[src/rtl/fsync_pkg.sv]
package fsync_pkg;
  localparam int unsigned LEN_FIELD_W = 4;

  // Length of word idx from a packed table, word 0 in the low nibble.
  function automatic logic [LEN_FIELD_W-1:0] len_field(input logic [63:0] tab,
                                                       input int unsigned idx);
    return tab[idx*LEN_FIELD_W +: LEN_FIELD_W];
  endfunction
endpackage

[src/rtl/fsync_cdc.sv]
module fsync_cdc #(
  parameter int STAGES = 2
) (
  input  logic clk,
  input  logic rst_n,
  input  logic mclk_in,
  input  logic mdat_in,
  output logic bit_en,
  output logic bit_val
);
  logic [STAGES-1:0] clk_pipe;
  logic [STAGES-1:0] dat_pipe;
  logic              clk_last;

  always_ff @(posedge clk or negedge rst_n) begin
    if (!rst_n) begin
      clk_pipe <= '0;
      dat_pipe <= '0;
      clk_last <= 1'b0;
    end else begin
      clk_pipe <= {clk_pipe[STAGES-2:0], mclk_in};
      dat_pipe <= {dat_pipe[STAGES-2:0], mdat_in};
      clk_last <= clk_pipe[STAGES-1];
    end
  end

  assign bit_en  = clk_pipe[STAGES-1] & ~clk_last;
  assign bit_val = dat_pipe[STAGES-1];
endmodule

[src/rtl/fsync_hunter.sv]
module fsync_hunter #(
  parameter int                FRAME_BITS  = 20,
  parameter int                SYNC_W      = 6,
  parameter logic [SYNC_W-1:0] SYNC_VAL    = '1,
  parameter int                LOCK_FRAMES = 6,
  localparam int POS_W = $clog2(FRAME_BITS),
  localparam int CNT_W = $clog2(LOCK_FRAMES + 1)
) (
  input  logic             clk,
  input  logic             rst_n,
  input  logic             bit_en,
  input  logic             bit_val,
  input  logic             enable,
  output logic             lock_hit,
  output logic [CNT_W-1:0] run_cnt
);
  logic [SYNC_W-1:0] win_q, win_d;
  logic [POS_W-1:0]  pos_q, pos_d;
  logic [POS_W-1:0]  cand_q, cand_d;
  logic [CNT_W-1:0]  cnt_q, cnt_d;
  logic [SYNC_W-1:0] win_shift;
  logic              match, at_cand, step;
  logic [CNT_W-1:0]  cnt_on_match;

  assign step         = bit_en & enable;
  assign win_shift    = {win_q[SYNC_W-2:0], bit_val};
  assign match        = (win_shift == SYNC_VAL);
  assign at_cand      = (cnt_q != '0) && (pos_q == cand_q);
  assign cnt_on_match = at_cand ? cnt_q + 1'b1 : CNT_W'(1);

  always_comb begin
    win_d  = win_q;
    pos_d  = pos_q;
    cand_d = cand_q;
    cnt_d  = cnt_q;
    if (step) begin
      win_d = win_shift;
      pos_d = (pos_q == POS_W'(FRAME_BITS - 1)) ? '0 : pos_q + 1'b1;
      if (match) begin
        cnt_d = cnt_on_match;
        if (!at_cand) cand_d = pos_q;
      end else if (at_cand) begin
        cnt_d = '0;
      end
    end
  end

  always_ff @(posedge clk or negedge rst_n) begin
    if (!rst_n) begin
      win_q  <= '0;
      pos_q  <= '0;
      cand_q <= '0;
      cnt_q  <= '0;
    end else begin
      win_q  <= win_d;
      pos_q  <= pos_d;
      cand_q <= cand_d;
      cnt_q  <= cnt_d;
    end
  end

  assign lock_hit = step && match && (cnt_on_match == CNT_W'(LOCK_FRAMES));
  assign run_cnt  = cnt_q;
endmodule

[src/rtl/fsync_deframer.sv]
module fsync_deframer #(
  parameter int                  NWORDS = 4,
  parameter int                  MAX_WL = 6,
  parameter logic [NWORDS*4-1:0] WL_A   = '0,
  parameter logic [NWORDS*4-1:0] WL_B   = '0,
  localparam int IDX_W = $clog2(NWORDS),
  localparam int BI_W  = $clog2(MAX_WL) + 1
) (
  input  logic              clk,
  input  logic              rst_n,
  input  logic              bit_en,
  input  logic              bit_val,
  input  logic              lock_hit,
  input  logic              rate_sel,
  output logic              locked,
  output logic              word_valid,
  output logic [MAX_WL-1:0] word_data,
  output logic [IDX_W-1:0]  word_idx,
  output logic              frame_done
);
  import fsync_pkg::*;

  logic              lock_q, lock_d;
  logic [IDX_W-1:0]  wi_q, wi_d;
  logic [BI_W-1:0]   bi_q, bi_d;
  logic [MAX_WL-1:0] acc_q, acc_d, acc_shift;
  logic              vld_d, done_d;
  logic [MAX_WL-1:0] data_q, data_d;
  logic [IDX_W-1:0]  idx_q, idx_d;
  logic              vld_q, done_q;
  logic [BI_W-1:0]   len_cur;

  assign len_cur   = BI_W'(rate_sel ? len_field(64'(WL_B), 32'(wi_q))
                                    : len_field(64'(WL_A), 32'(wi_q)));
  assign acc_shift = {acc_q[MAX_WL-2:0], bit_val};

  always_comb begin
    lock_d = lock_q;
    wi_d   = wi_q;
    bi_d   = bi_q;
    acc_d  = acc_q;
    vld_d  = 1'b0;
    done_d = 1'b0;
    data_d = data_q;
    idx_d  = idx_q;
    if (!lock_q) begin
      if (lock_hit) begin
        lock_d = 1'b1;
        wi_d   = IDX_W'(1);
        bi_d   = '0;
        acc_d  = '0;
      end
    end else if (bit_en) begin
      if (bi_q == len_cur - 1'b1) begin
        vld_d  = 1'b1;
        data_d = acc_shift;
        idx_d  = wi_q;
        done_d = (wi_q == IDX_W'(NWORDS - 1));
        wi_d   = (wi_q == IDX_W'(NWORDS - 1)) ? '0 : wi_q + 1'b1;
        bi_d   = '0;
        acc_d  = '0;
      end else begin
        bi_d  = bi_q + 1'b1;
        acc_d = acc_shift;
      end
    end
  end

  always_ff @(posedge clk or negedge rst_n) begin
    if (!rst_n) begin
      lock_q <= 1'b0;
      wi_q   <= '0;
      bi_q   <= '0;
      acc_q  <= '0;
      vld_q  <= 1'b0;
      done_q <= 1'b0;
      data_q <= '0;
      idx_q  <= '0;
    end else begin
      lock_q <= lock_d;
      wi_q   <= wi_d;
      bi_q   <= bi_d;
      acc_q  <= acc_d;
      vld_q  <= vld_d;
      done_q <= done_d;
      data_q <= data_d;
      idx_q  <= idx_d;
    end
  end

  assign locked     = lock_q;
  assign word_valid = vld_q;
  assign word_data  = data_q;
  assign word_idx   = idx_q;
  assign frame_done = done_q;
endmodule

[src/rtl/fsync_detector.sv]
module fsync_detector #(
  parameter int                  FRAME_BITS  = 20,
  parameter int                  NWORDS      = 4,
  parameter int                  MAX_WL      = 6,
  parameter int                  SYNC_W      = 6,
  parameter logic [SYNC_W-1:0]   SYNC_VAL    = 6'h3F,
  parameter int                  LOCK_FRAMES = 6,
  parameter logic [NWORDS*4-1:0] WL_A        = {4'd4, 4'd5, 4'd5, 4'd6},
  parameter logic [NWORDS*4-1:0] WL_B        = {4'd6, 4'd4, 4'd4, 4'd6},
  localparam int IDX_W = $clog2(NWORDS),
  localparam int HC_W  = $clog2(LOCK_FRAMES + 1)
) (
  input  logic              clk,
  input  logic              rst_n,
  input  logic              modem_clk,
  input  logic              modem_dat,
  input  logic              rate_sel,
  output logic              word_valid,
  output logic [MAX_WL-1:0] word_data,
  output logic [IDX_W-1:0]  word_idx,
  output logic              frame_done,
  output logic              locked
);
  logic            bit_en;
  logic            bit_val;
  logic            lock_hit;
  logic [HC_W-1:0] hunt_cnt;

  fsync_cdc #(.STAGES(2)) u_cdc (
    .clk     (clk),
    .rst_n   (rst_n),
    .mclk_in (modem_clk),
    .mdat_in (modem_dat),
    .bit_en  (bit_en),
    .bit_val (bit_val)
  );

  fsync_hunter #(
    .FRAME_BITS  (FRAME_BITS),
    .SYNC_W      (SYNC_W),
    .SYNC_VAL    (SYNC_VAL),
    .LOCK_FRAMES (LOCK_FRAMES)
  ) u_hunt (
    .clk      (clk),
    .rst_n    (rst_n),
    .bit_en   (bit_en),
    .bit_val  (bit_val),
    .enable   (~locked),
    .lock_hit (lock_hit),
    .run_cnt  (hunt_cnt)
  );

  fsync_deframer #(
    .NWORDS (NWORDS),
    .MAX_WL (MAX_WL),
    .WL_A   (WL_A),
    .WL_B   (WL_B)
  ) u_defr (
    .clk        (clk),
    .rst_n      (rst_n),
    .bit_en     (bit_en),
    .bit_val    (bit_val),
    .lock_hit   (lock_hit),
    .rate_sel   (rate_sel),
    .locked     (locked),
    .word_valid (word_valid),
    .word_data  (word_data),
    .word_idx   (word_idx),
    .frame_done (frame_done)
  );
endmodule


[config.mk]
export PLATFORM = sky130hd
export DESIGN_NAME = fsync_detector
export DESIGN_NICKNAME = d
export VERILOG_FILES = /design/src/rtl/fsync_pkg.sv /design/src/rtl/fsync_cdc.sv /design/src/rtl/fsync_hunter.sv /design/src/rtl/fsync_deframer.sv /design/src/rtl/fsync_detector.sv
export SDC_FILE = /design/constraint.sdc
export NUM_CORES = 1
export LEC_CHECK = 0
export BUFFER_PORTS_ARGS = -buffer_cell sky130_fd_sc_hd__clkbuf_2
export CAP_MARGIN = 5
export CORE_MARGIN = 2
export CORE_UTILIZATION = 40
export CTS_CLUSTER_DIAMETER = 40
export CTS_CLUSTER_SIZE = 28
export DETAILED_ROUTE_END_ITERATION = 8
export PLACE_DENSITY = 0.62
export SLEW_MARGIN = 25
export SYNTH_ARGS = -nofsm -noshare
export SYNTH_HDL_FRONTEND = slang
export SYNTH_SLANG_ARGS = --single-unit
[constraint.sdc]
create_clock -name clk -period 3.46 [get_ports clk]
set_clock_uncertainty 0.05 [all_clocks]
set_input_delay 0.173 -clock clk [delete_from_list [all_inputs] [get_ports clk]]
set_output_delay 0.173 -clock clk [all_outputs]
set_load 0.1 [all_outputs]
# Word-level counts from Yosys, hierarchy flattened
# Index checks and enable logic that the tools add are counted.
# classes
add_sub_neg,5
n_eq_ne,8
shifts,2
muxes,26
n_bitwise,5
n_reduce_logical,11
# ops
cell,count
$shiftx 64x5->4 const A,2
$mux 5,5
$mux 4,5
$mux 2,5
$mux 3,3
$reduce_and 3->1,3
$mux 1,8
$eq 6x6->1 const B,1
$add 5x1->5 const B,1
$eq 5x5->1,1
$eq 5x5->1 const B,1
$add 4x1->4 const B,1
$eq 4x4->1,1
$ne 2x2->1 const B,2
$reduce_and 2->1,2
$reduce_bool 2->1,2
$sub 4x1->4 const B,1
$add 3x1->3 const B,1
$eq 3x3->1 const B,1
$logic_and 1x1->1,3
$not 1->1,3
$reduce_bool 3->1,1
$add 2x1->2 const B,1
$and 1x1->1,2
$eq 2x2->1 const B,1
# totals
reg_bits,45
inputBits,5
out_inout_bits,11
word_cells,72

# Depth between registers and ports, before layout
# depth
word_depth,7
depth_mapped,9
ltp_nobuf,8

# By module
# A second synthesis with hierarchy kept.
# hier_totals
cells_unflattened,166
area_unflattened_um2,2044.5
# modules_own_cells
module,n_inst,cells_per_inst,area_per_inst_um2,seq_area_each_um2
fsync_deframer,1,86,1031.0,550.5
fsync_hunter,1,73,870.8,450.4
fsync_cdc,1,6,138.9,125.1
fsync_detector,1,1,3.8,0.0

# Least setup slack after synthesis
# No wires, ideal clock.
# synth_timing
path_kind,reg-to-reg
from,register u_defr.wi_q[0]
to,register u_defr.data_q[0] (netlist: u_defr.word_data[0])
setup_ps,126
arrival_ps,2294
required_ps,3284
path_slack_ps,990
path_stages_with_launch,9
n_path_buf,1
period_less_slack_ps,2470
path_cell_list,dfrtp_1 > xor2_1 > nand2b_1 > ha_1 > xnor2_1 > or4_4 > nor3_4 > buf_6 > mux2_4
# synth_via
elab_chain_cells,5
elab_cells_between_ends,6
cone_classes,1 x add/sub; 1 x eq/ne; 2 x shift; 1 x mux; 1 x reduce/logical
# synth_lines
item,line_no,text
"start, declared",fsync_deframer.sv:24,"logic [IDX_W-1:0] wi_q, wi_d;"
"start signal, assigned",fsync_deframer.sv:81,wi_q <= wi_d;
$shiftx 64x5->4,fsync_pkg.sv:7,return tab[idx*LEN_FIELD_W +: LEN_FIELD_W];
$mux 4 (*),fsync_deframer.sv:33,"assign len_cur = BI_W'(rate_sel ? len_field(64'(WL_B), 32'(wi_q))"
$sub 4x1->4 (*),fsync_deframer.sv:54,if (bi_q == len_cur - 1'b1) begin
$eq 4x4->1 (*),fsync_deframer.sv:54,
$reduce_and 3->1 (no line) (*),-,
"end signal, assigned",fsync_deframer.sv:86,data_q <= data_d;
"end, declared",fsync_deframer.sv:28,"logic [MAX_WL-1:0] data_q, data_d;"
# Every way passes the cells marked *; elsewhere a longest branch is shown, timed or not.
# A chain may end at the register's enable or synchronous reset.

# Worst setup path in the final report
# layout_timing
from,register u_defr.wi_q[0]
to,register u_defr.data_q[3] (netlist: u_defr.word_data[3])
# The elaborated chain is that of the path after synthesis.

==> metrics.txt <==
# TYPE chip_impl_metric gauge
chip_impl_metric{name="synth-edff-count",unit=""} 0
chip_impl_metric{name="synth_top_cell_area_share",unit="%"} 55.4
chip_impl_metric{name="worst-endpoint-required",unit="ns"} 3.61
chip_impl_metric{name="cts.path.max_buffers",unit=""} 2
chip_impl_info{name="ys_dominant_reg_cell",value="dfrtp_1"} 1
chip_impl_metric{name="fp.coreArea",unit="sq um"} 4820
chip_impl_metric{name="synthDistinctLibCells",unit=""} 40
chip_impl_metric{name="design.portCount",unit=""} 16
chip_impl_metric{name="grt_pass1_vias",unit=""} 1261
chip_impl_metric{name="clk_sinks",unit=""} 45
chip_impl_metric{name="die_area",unit="sq um"} 5670
chip_impl_info{name="timing.hold.worst.class",value="reg -> reg"} 1
chip_impl_metric{name="insertion_delay",unit="ns"} 0.31
chip_impl_info{name="startpoint_type",value="flop"} 1
chip_impl_metric{name="remaining_overflow_grt",unit=""} 0
chip_impl_info{name="crit_path_end_kind",value="flop"} 1
chip_impl_info{name="yosys.area.top_type",value="dfrtp_1"} 1
chip_impl_metric{name="vias",unit=""} 1258
chip_impl_info{name="clock_tree.root_cell",value="clkbuf_8"} 1
chip_impl_metric{name="cp_slowest_stage_delay",unit="ns"} 0.55
chip_impl_metric{name="timing.slew.headroom",unit="%"} 54.5
chip_impl_metric{name="place.detailed.hpwl",unit="mm"} 2.24
chip_impl_info{name="timing.hold.worst_endpoint",value="u_cdc.clk_pipe[1]"} 1
chip_impl_metric{name="inserted_diodes",unit=""} 0
chip_impl_metric{name="initial_cell_density_of_the_core",unit="%"} 42.2
chip_impl_metric{name="worst_hold_path.num_cells",unit=""} 0
chip_impl_metric{name="die_h",unit="um"} 75.3
chip_impl_metric{name="synthesis.area",unit="sq um"} 2030
chip_impl_metric{name="ys_ff_latch",unit=""} 45
chip_impl_metric{name="timing.fmax",unit="GHz"} 0.351
chip_impl_metric{name="timing_max_transition_violations_final",unit=""} 0
chip_impl_metric{name="max_capacitance_violation_count",unit=""} 0
chip_impl_info{name="worstReg2RegStart",value="u_defr.wi_q[0]"} 1
chip_impl_metric{name="period_needed",unit="ns"} 2.85
chip_impl_metric{name="post_cts_resized",unit=""} 0
chip_impl_metric{name="r2r_setup_slack",unit="ns"} 0.61
chip_impl_metric{name="max_slew.worst_pin.slew",unit="ns"} 0.680
chip_impl_metric{name="worstPathArrival",unit="ns"} 3.00
chip_impl_metric{name="synth.avg_cell_area",unit="sq um"} 12.6
chip_impl_metric{name="finalHoldViolCount",unit=""} 0
chip_impl_info{name="grt_setup_unrepaired",value="false"} 1
chip_impl_info{name="cell_with_the_most_instances_after_synthesis",value="dfrtp_1"} 1
chip_impl_metric{name="die-width",unit="um"} 75.3
chip_impl_metric{name="reg2regPathDepth",unit=""} 7
chip_impl_metric{name="synthesis.instances",unit=""} 161
chip_impl_metric{name="cellPowerDensity",unit="nW/um^2"} 501
chip_impl_metric{name="wire_length_of_the_first_global_routing_pass",unit="mm"} 5.64
chip_impl_metric{name="layout-area-overhead-vs-synth",unit="%"} 12.9
chip_impl_metric{name="power_leakage",unit="nW"} 1.03
chip_impl_metric{name="setup_viol_count_final",unit=""} 0
chip_impl_metric{name="synth.yosys.warnings",unit=""} 0
chip_impl_metric{name="drcViolationCount",unit=""} 0
chip_impl_metric{name="design.final.nets",unit=""} 192
chip_impl_metric{name="totalWireLength",unit="mm"} 3.26
chip_impl_metric{name="cts_buffers",unit=""} 5
chip_impl_metric{name="ir_drop",unit="mV"} 0.299
chip_impl_info{name="yosys-top-cells-area",value="dfrtp_1 (55%), mux2_2 (6.1%), mux2_4 (4.4%)"} 1
chip_impl_info{name="path_cells",value="xor2_1, nand2b_1, ha_1, xnor2_1, or4_4, nor3_4, mux2_1"} 1
chip_impl_info{name="synth_commonest_cells",value="dfrtp_1 (45), mux2_2 (11), nand2_1 (9)"} 1
chip_impl_metric{name="cts-htree-levels",unit=""} 2
chip_impl_info{name="cts_tree",value="built"} 1
chip_impl_metric{name="clk_transition_reported_paths",unit="ns"} 0.09
chip_impl_metric{name="final_antenna_net_count",unit=""} 0
chip_impl_metric{name="largest_net_degree_at_the_start_of_global_routing",unit=""} 46
chip_impl_metric{name="async_set_or_reset_register_ratio_after_synthesis",unit="%"} 100
chip_impl_metric{name="antenna_found_initial",unit=""} 0
chip_impl_metric{name="detail_route.first_pass.iterations",unit=""} 4
chip_impl_info{name="r2r_end",value="u_defr.word_data[3]"} 1
chip_impl_metric{name="finalPower",unit="mW"} 1.15
chip_impl_info{name="status",value="finished, final reports clean"} 1
chip_impl_metric{name="gp_congestion",unit=""} 0.723
chip_impl_metric{name="seq_area_frac_synth",unit="%"} 55.4
chip_impl_info{name="critical-path-slowest-cell",value="nor3_4"} 1
chip_impl_metric{name="num_rows",unit=""} 25
chip_impl_metric{name="groute.usage.overall",unit="%"} 13.4
chip_impl_metric{name="detail_route.wl_per_cell",unit="um"} 13.1
chip_impl_metric{name="drt_first_iter_violations",unit=""} 71
chip_impl_metric{name="syn_nets",unit=""} 172
chip_impl_info{name="hp-start",value="u_cdc.clk_pipe[0]"} 1
chip_impl_info{name="worst-setup-path-type",value="reg -> reg"} 1
chip_impl_metric{name="setup_total_negative_slack",unit="ns"} 0
chip_impl_metric{name="placement.io_buffers",unit=""} 15
chip_impl_metric{name="worst-path-max-fanout",unit=""} 12
chip_impl_metric{name="min_period_over_period",unit="%"} 82.5
chip_impl_metric{name="drive_gt1_share",unit="%"} 24.2
chip_impl_metric{name="post_drt_via_cell_ratio",unit=""} 5.05
[layer usage]
metal / up-vias / track usage [%] / part of all wire [%]
met2: 20 / 20.0 / 45
met1: 623 / 17.9 / 49
li1: 608 / - / -
met5: - / 0 / 0
met4: 0 / 8.19 / 2.5
met3: 7 / 2.78 / 3.4
[how the worst max path moves through the flow]
| stage | from | end | slack (ns) | cells past startpoint |
|---|---|---|---|---|
| detailed placement | u_defr.wi_q[0] | u_defr.word_data[3] | 0.63 | 7 |
| global route | u_defr.wi_q[0] | u_defr.word_data[3] | 0.46 | 7 |
| floorplan | u_defr.wi_q[0] | u_defr.word_data[0] | 0.99 | 8 |
| global placement | u_defr.wi_q[0] | u_defr.word_data[3] | 0.69 | 7 |
| CTS | u_defr.wi_q[0] | u_defr.word_data[3] | 0.61 | 7 |
| finish | u_defr.wi_q[0] | u_defr.word_data[3] | 0.61 | 7 |
[cells by family after synthesis]
kind of cell	count (synthesis)	synth area share [%]
DFF	45	55.4
adders and majority gates	6	3.69
buffers and inverters	11	2.46
AOI/OAI and AO/OA	27	9.78
muxes	22	13.2
xor gates and xnor gates	9	3.88
and+or+nand+nor	41	11.6
[per-stage QoR]
step	std cells	util (%)	hold WS, ns	area (sq um)	setup WS (ns)
2_1_floorplan	161	-	-0.173	2030	0.990
3_3_place_gp	238	45.0	0.232	2170	0.692
3_5_place_dp	238	45.1	0.201	2170	0.629
4_1_cts	249	47.7	0.309	2300	0.606
5_1_grt	249	47.7	0.318	2300	0.462
6_report	249	47.7	0.306	2300	0.607
[power breakdown]
part / internal [mW] / leakage, nW / switching [mW]
sequential: 0.583 / 0.573 / 0.0618
combinational: 0.0902 / 0.411 / 0.0711
clock: 0.150 / 0.0495 / 0.195
[state kept, by name (all words and copies together), names as in the netlist, 3 cells and up]
signal            count
u_defr.word_data      6
u_hunt.cand_q         5
u_defr.bi_q           4
u_hunt.pos_q          5
u_hunt.run_cnt        3
u_defr.acc_q          5
u_hunt.win_q          5
[placed cells by master (no fill, tap or decap), types with 2 or more instances in the layout]
cell type and instances:
clkbuf_2 14, o21a_1 2, a22o_1 6, nand4_1 2, ha_1 6, mux2_1 3, o21ai_1 3, dlygate4sd3_1 3
mux2_2 11, nor2b_1 8, mux2i_1 2, o21ai_0 5, and2_1 2, nor2_1 3, nand2b_1 6, inv_1 5
dfrtp_1 45, nand3_1 5, nand2_1 9, clkbuf_8 5, mux2_4 6, xnor2_1 8, inv_6 3
[repair_timing]
action                    CTS  global route
hold buffers                3             0
buffers inserted            0             0
hold endpoints to repair   47             0
[worst max-delay path, delay by kind of cell, from the launching register on]
kind / cells / cell delay, ns
adder cells (fa/ha/maj): 1 / 0.31
multiplexers: 1 / 0.38
XOR/XNOR: 2 / 0.37
AND/OR/NAND/NOR: 3 / 1.16
flip-flops: 1 / 0.46
[cell type report]
cell class / instances / area [sq um]
inverters: 5 / 18.8
well taps: 67 / 83.8
multi-input cells: 105 / 857
fillers: 437 / 2520
clock inverters: 3 / 26.3
clock buffers: 5 / 68.8
flip-flops and latches: 45 / 1130
repair buffers: 19 / 115
Power figures use the tool's default switching activity.
